**src/rtl/lbs_pkg.sv**
```systemverilog
package lbs_pkg;
    typedef enum logic {
        ST_IDLE  = 1'b0,
        ST_AWAIT = 1'b1
    } seq_state_e;

    typedef enum logic [2:0] {
        K_NONE    = 3'd0,
        K_FIRST   = 3'd1,
        K_SECOND  = 3'd2,
        K_XSECOND = 3'd3,
        K_UNDEF   = 3'd4
    } half_kind_e;

    localparam logic [4:0] OP_FIRST   = 5'b11110;
    localparam logic [4:0] OP_SECOND  = 5'b11111;
    localparam logic [4:0] OP_XSECOND = 5'b11101;
endpackage

```
**src/rtl/lbs_decode.sv**
```systemverilog
module lbs_decode
    import lbs_pkg::*;
(
    input  logic [15:0] half,
    input  logic        newer_arch,
    output half_kind_e  kind
);
    logic [4:0] op;
    assign op = half[15:11];

    always_comb begin
        kind = K_NONE;
        if (op == OP_FIRST) begin
            kind = K_FIRST;
        end else if (op == OP_SECOND) begin
            kind = K_SECOND;
        end else if (op == OP_XSECOND) begin
            kind = (newer_arch && !half[0]) ? K_XSECOND : K_UNDEF;
        end
    end
endmodule

```
**src/rtl/lbs_addr.sv**
```systemverilog
module lbs_addr #(
    parameter int AW = 32
) (
    input  logic [AW-1:0] half_pc,
    input  logic [10:0]   off,
    input  logic [AW-1:0] base,
    output logic [AW-1:0] first_link,
    output logic [AW-1:0] jump_sum,
    output logic [AW-1:0] ret_link
);
    localparam int OFFW   = 11;
    localparam int HI_SH  = 12;
    localparam int HI_EXT = AW - OFFW - HI_SH;
    localparam int LO_EXT = AW - OFFW - 1;

    logic [AW-1:0] hi_off;
    logic [AW-1:0] lo_off;
    logic [AW-1:0] after_half;

    assign hi_off     = {{HI_EXT{off[OFFW-1]}}, off, {HI_SH{1'b0}}};
    assign lo_off     = {{LO_EXT{1'b0}}, off, 1'b0};
    assign first_link = half_pc + AW'(4) + hi_off;
    assign jump_sum   = base + lo_off;
    assign after_half = half_pc + AW'(2);
    assign ret_link   = {after_half[AW-1:1], 1'b1};
endmodule

```
**src/rtl/long_branch_seq.sv**
```systemverilog
module long_branch_seq
    import lbs_pkg::*;
#(
    parameter int AW = 32
) (
    input  logic          clk,
    input  logic          rst_n,
    input  logic          half_valid,
    input  logic [15:0]   half_instr,
    input  logic [AW-1:0] half_pc,
    input  logic [AW-1:0] link_in,
    input  logic          v5_mode,
    output logic          pc_we,
    output logic [AW-1:0] pc_next,
    output logic          lr_we,
    output logic [AW-1:0] lr_next,
    output logic          mode_clr,
    output logic          flush,
    output logic          undef
);
    typedef struct packed {
        seq_state_e    state;
        logic [AW-1:0] hold;
        logic          pc_we;
        logic [AW-1:0] pc_next;
        logic          lr_we;
        logic [AW-1:0] lr_next;
        logic          mode_clr;
        logic          flush;
        logic          undef;
    } regs_t;

    regs_t         r_d, r_q;
    half_kind_e    kind_d;
    logic [AW-1:0] base_d;
    logic [AW-1:0] first_link_d;
    logic [AW-1:0] jump_sum_d;
    logic [AW-1:0] ret_link_d;

    assign base_d = (r_q.state == ST_AWAIT) ? r_q.hold : link_in;

    lbs_decode u_dec (
        .half       (half_instr),
        .newer_arch (v5_mode),
        .kind       (kind_d)
    );

    lbs_addr #(.AW(AW)) u_addr (
        .half_pc    (half_pc),
        .off        (half_instr[10:0]),
        .base       (base_d),
        .first_link (first_link_d),
        .jump_sum   (jump_sum_d),
        .ret_link   (ret_link_d)
    );

    always_comb begin
        r_d          = r_q;
        r_d.pc_we    = 1'b0;
        r_d.lr_we    = 1'b0;
        r_d.mode_clr = 1'b0;
        r_d.flush    = 1'b0;
        r_d.undef    = 1'b0;
        if (half_valid) begin
            r_d.state = ST_IDLE;
            case (kind_d)
                K_FIRST: begin
                    r_d.state   = ST_AWAIT;
                    r_d.hold    = first_link_d;
                    r_d.lr_we   = 1'b1;
                    r_d.lr_next = first_link_d;
                end
                K_SECOND: begin
                    r_d.pc_we   = 1'b1;
                    r_d.pc_next = jump_sum_d;
                    r_d.lr_we   = 1'b1;
                    r_d.lr_next = ret_link_d;
                    r_d.flush   = 1'b1;
                end
                K_XSECOND: begin
                    r_d.pc_we    = 1'b1;
                    r_d.pc_next  = {jump_sum_d[AW-1:2], 2'b00};
                    r_d.lr_we    = 1'b1;
                    r_d.lr_next  = ret_link_d;
                    r_d.flush    = 1'b1;
                    r_d.mode_clr = 1'b1;
                end
                K_UNDEF: begin
                    r_d.undef = 1'b1;
                end
                default: ;
            endcase
        end
    end

    always_ff @(posedge clk) begin
        if (!rst_n) begin
            r_q.state    <= ST_IDLE;
            r_q.hold     <= '0;
            r_q.pc_we    <= 1'b0;
            r_q.pc_next  <= '0;
            r_q.lr_we    <= 1'b0;
            r_q.lr_next  <= '0;
            r_q.mode_clr <= 1'b0;
            r_q.flush    <= 1'b0;
            r_q.undef    <= 1'b0;
        end else begin
            r_q <= r_d;
        end
    end

    assign pc_we    = r_q.pc_we;
    assign pc_next  = r_q.pc_next;
    assign lr_we    = r_q.lr_we;
    assign lr_next  = r_q.lr_next;
    assign mode_clr = r_q.mode_clr;
    assign flush    = r_q.flush;
    assign undef    = r_q.undef;
endmodule

```
**config.mk**
```make
export PLATFORM = sky130hd
export DESIGN_NAME = long_branch_seq
export DESIGN_NICKNAME = d
export VERILOG_FILES = /design/src/rtl/lbs_pkg.sv /design/src/rtl/lbs_decode.sv /design/src/rtl/lbs_addr.sv /design/src/rtl/long_branch_seq.sv
export SDC_FILE = /design/constraint.sdc
export NUM_CORES = 1
export LEC_CHECK = 0
export ABC_AREA = 1
export CORE_MARGIN = 2
export CORE_UTILIZATION = 49
export CTS_CLUSTER_SIZE = 16
export DETAILED_ROUTE_END_ITERATION = 8
export PLACE_DENSITY = 0.78
export SYNTH_ARGS = -nofsm -noshare
export SYNTH_HDL_FRONTEND = slang
export SYNTH_SLANG_ARGS = --single-unit
```
**constraint.sdc**
```tcl
create_clock -name clk -period 2.45 [get_ports clk]
set_input_delay 0.49 -clock clk [delete_from_list [all_inputs] [get_ports clk]]
set_output_delay 0.49 -clock clk [all_outputs]
set_load 0.03 [all_outputs]
```
==> metrics.md <==
| Metric | Value |
|---|---|
| Prevailing post-synth register cell | `dfxtp_1` |
| Reg-to-reg startpoint | `r_q[101]$_SDFFE_PN0P_` |
| Setup repair after global routing missed its margin | `true` |
| Final setup violation count | `0` |
| Hold Crit Depth | `3` |
| Number of routed nets with antenna violations | `0` |
| First-pass detailed-route iteration total | `6` |
| Origin of the worst min-delay path | `rst_n` |
| Vias | `10.1k` |
| Most common library cell in the layout ignoring fill and taps | `nand2_1` |
| Post-synth top area share | `0.231` |
| Post-route setup slack | `0.0717 ns` |
| Sort of element at the start of the critical path | `input port` |
| Worst vdd rail ir drop | `0.376 mV` |
| Effective utilization at floorplan | `0.503` |
| Detail-routed via count per cell | `5.18` |
| Total global routing track utilization | `0.334` |
| Pre-CTS setup slack | `-0.331 ns` |
| Number of antenna violations at the first check in global routing | `1` |
| Register-to-register setup slack | `0.13 ns` |
| Static Leakage | `5.84 nW` |
| Root buf cell | `clkbuf_16` |
| Final period demand of the worst path | `2.38 ns` |
| Top area cells in the synthesized netlist | `dfxtp_1 23%, nand2_1 18%, inv_1 8.7%` |
| Leading cell types in the layout, fill and taps excluded | `423 x nand2_1, 201 x inv_1, 180 x buf_4` |
| Ports placed on the boundary | `153` |
| Transition at the pin with the smallest max-transition slack | `0.551 ns` |
| #FFs+latches synth | `101` |
| Post-synthesis area per instance | `5.97 µm²` |
| Area of the die | `19000 µm²` |
| Total power | `0.00475 W` |
| Largest driver fanout on the critical path | `3` |
| Number of cells on the worst reg-to-reg path | `16` |
| Deepest level of the CTS H-tree | `3` |
| Number of cell rows | `48` |
| Critical Path RT | `2.71 ns` |
| Syn nets | `1585` |
| Half-perimeter wire length of the detailed placement result | `25800 µm` |
| Final Hold Fails | `0` |
| Routed WL per cell | `16.4 µm` |
| Worst slew slack as a fraction of its limit | `0.629` |
| Leading area contributor after synthesis | `dfxtp_1` |
| Highest clock rate | `420 MHz` |
| First-pass GRT wire length | `48000 µm` |
| Die width | `138 µm` |
| Status | `completed` |
| Clock latency of the later-clocked register in the worst-skew pair | `0.37 ns` |
| EDFF count, synth | `0` |
| Class of the tightest hold or removal check | `in -> reg` |
| Pin count of the biggest net entering global routing | `47` |
| Max clock buf depth | `2` |
| Critical path data arrival time | `2.64 ns` |
| Routed WL | `31800 µm` |
| Clock Sink Count | `101` |
| Cell count after synthesis | `1468` |
| Count of unresolved DRC violations after routing | `0` |
| Number of DRC markers in iteration 0 | `976` |
| Async set-or-reset flop fraction in the synthesized netlist | `0` |
| Post-Syn Area | `8760 µm²` |
| Max-cap viol count | `0` |
| Power per unit of standard cell area | `403 nW/µm²` |
| Final net count | `1830` |
| Vert. Die Dim | `138 µm` |
| Final weighted congestion of routability-driven global placement | `1.02` |
| Clock-pin transition on the worst setup and hold timing paths | `0.09 ns` |
| Cts bufs inserted | `9` |
| Non-filler instance count after layout | `1944` |
| Fillcell total | `1577` |
| Cell variety after synth | `42` |
| Number of pins exceeding their max-slew limit in the final report | `0` |
| Post-Route Setup TNS | `0 ns` |
| Total placed cells including tap cells | `1921` |
| Remaining Overflow, GRT | `0` |
| Input/output buffers | `152` |
| Crit Reg-Reg Endpoint | `pc_next[16]$_SDFFE_PN0P_` |
| Vias in the first global route | `9109` |
| Synth-to-layout area growth | `34.6%` |
| Critical Path End Type | `register` |
| Share of the clock period used by the worst path after layout | `0.971` |
| Critical path start-end classification | `in -> reg` |
| Layout cell share with drive strength beyond 1 | `0.173` |
| TritonCTS clock tree | `built` |
| Area inside the core boundary | `17400 µm²` |
| Yosys Warn Count | `0` |
| Sequential-to-total area share from yosys stat | `0.231` |
| Final worst clock skew | `0.0107 ns` |
| Endpoint of the worst hold-timing path | `undef$_SDFF_PN0_` |
metrics by stage:
step                      area [µm²]  hold slack [ns]   util
after floorplan                 8780            0.425      -
after global placement         11300            0.446  0.646
after detailed placement       11300            0.457  0.646
after CTS                      11600            0.465  0.664
after global routing           11800            0.480  0.677
final                          11800            0.465  0.677
flip-flops by register name, indices dropped and copies added (netlist names):
name / flops
undef: 1
mode_clr: 1
r_q: 33
lr_we: 1
pc_we: 1
pc_next: 32
lr_next: 32
kinds of logic (layout without fill, tap and decap cells):
kind of cell               Yosys count  in the layout  synth area share
AOI/OAI and AO/OA                  226            226             0.141
xor gates and xnor gates            32             32            0.0320
DFF                                101            101             0.231
buffers and inverters              314            564             0.175
and+or+nand+nor                    762            762             0.374
adders and majority gates           33             33            0.0480
other                                0              1                 0
Yosys cell counts (all sizes together) (11+ instances only):
library cell / count
nor2: 171
dfxtp: 101
ha: 32
nand4: 17
xor2: 15
o21ai: 89
xnor2: 17
clkbuf: 14
buf: 91
nand3: 102
nand2: 448
a21oi: 102
inv: 207
a21o: 11
area by class of cell:
cell class | count | area, µm² | share of cell area
diodes | 1 | 2.50 | 0.000212
clock buffers | 9 | 225 | 0.0191
clock inverters | 7 | 77.6 | 0.00658
inverters | 209 | 790 | 0.0669
multi-input cells | 1053 | 5390 | 0.457
flip-flops and latches | 101 | 2020 | 0.172
well taps | 225 | 282 | 0.0239
repair buffers | 339 | 3010 | 0.255
how the worst max path moves through the flow:
stage	slack [ns]	from	to	cells past startpoint
after detailed placement	-0.33	link_in[2]	pc_next[16]$_SDFFE_PN0P_	16
after CTS	0.03	r_q[101]$_SDFFE_PN0P_	pc_next[16]$_SDFFE_PN0P_	17
after global placement	-0.29	half_instr[10]	r_q[97]$_SDFFE_PN0P_	14
after global routing	-0.05	link_in[1]	pc_next[17]$_SDFFE_PN0P_	19
after floorplan	-0.003	r_q[101]$_SDFFE_PN0P_	pc_next[25]$_SDFFE_PN0P_	21
final	0.07	half_instr[0]	r_q[83]$_SDFFE_PN0P_	12
routing by layer:
| layer | track usage | vias up | routed length [µm] |
|---|---|---|---|
| met4 | 0.115 | 0 | 916 |
| met5 | 0 | - | 0 |
| met1 | 0.472 | 4542 | 14700 |
| li1 | - | 5067 | - |
| met2 | 0.514 | 403 | 13600 |
| met3 | 0.0533 | 50 | 2600 |
worst max-delay path, stage by stage:
cell and delay (ns):
clkdlybuf4s50_1 0.50, buf_4 0.19, ha_1 0.32, nand2_1 0.11, nor2_1 0.06, nand3_1 0.09, nand2_1 0.16, xnor2_1 0.35
buf_4 0.17, nand2_1 0.04, o211ai_1 0.09, inv_1 0.06
report_power, final:
part           internal [W]  switching (W)
combinational      0.000687       0.000865
clock              0.000726       0.000792
sequential          0.00167      0.0000151
total               0.00308        0.00167
timing repair:
action | in CTS | in global routing
resized for setup | 0 | 46
hold buffers | 0 | 0
setup endpoints to repair | 0 | 35
setup buffers | 0 | 6
Note: power is estimated with default switching activity, not from simulation.
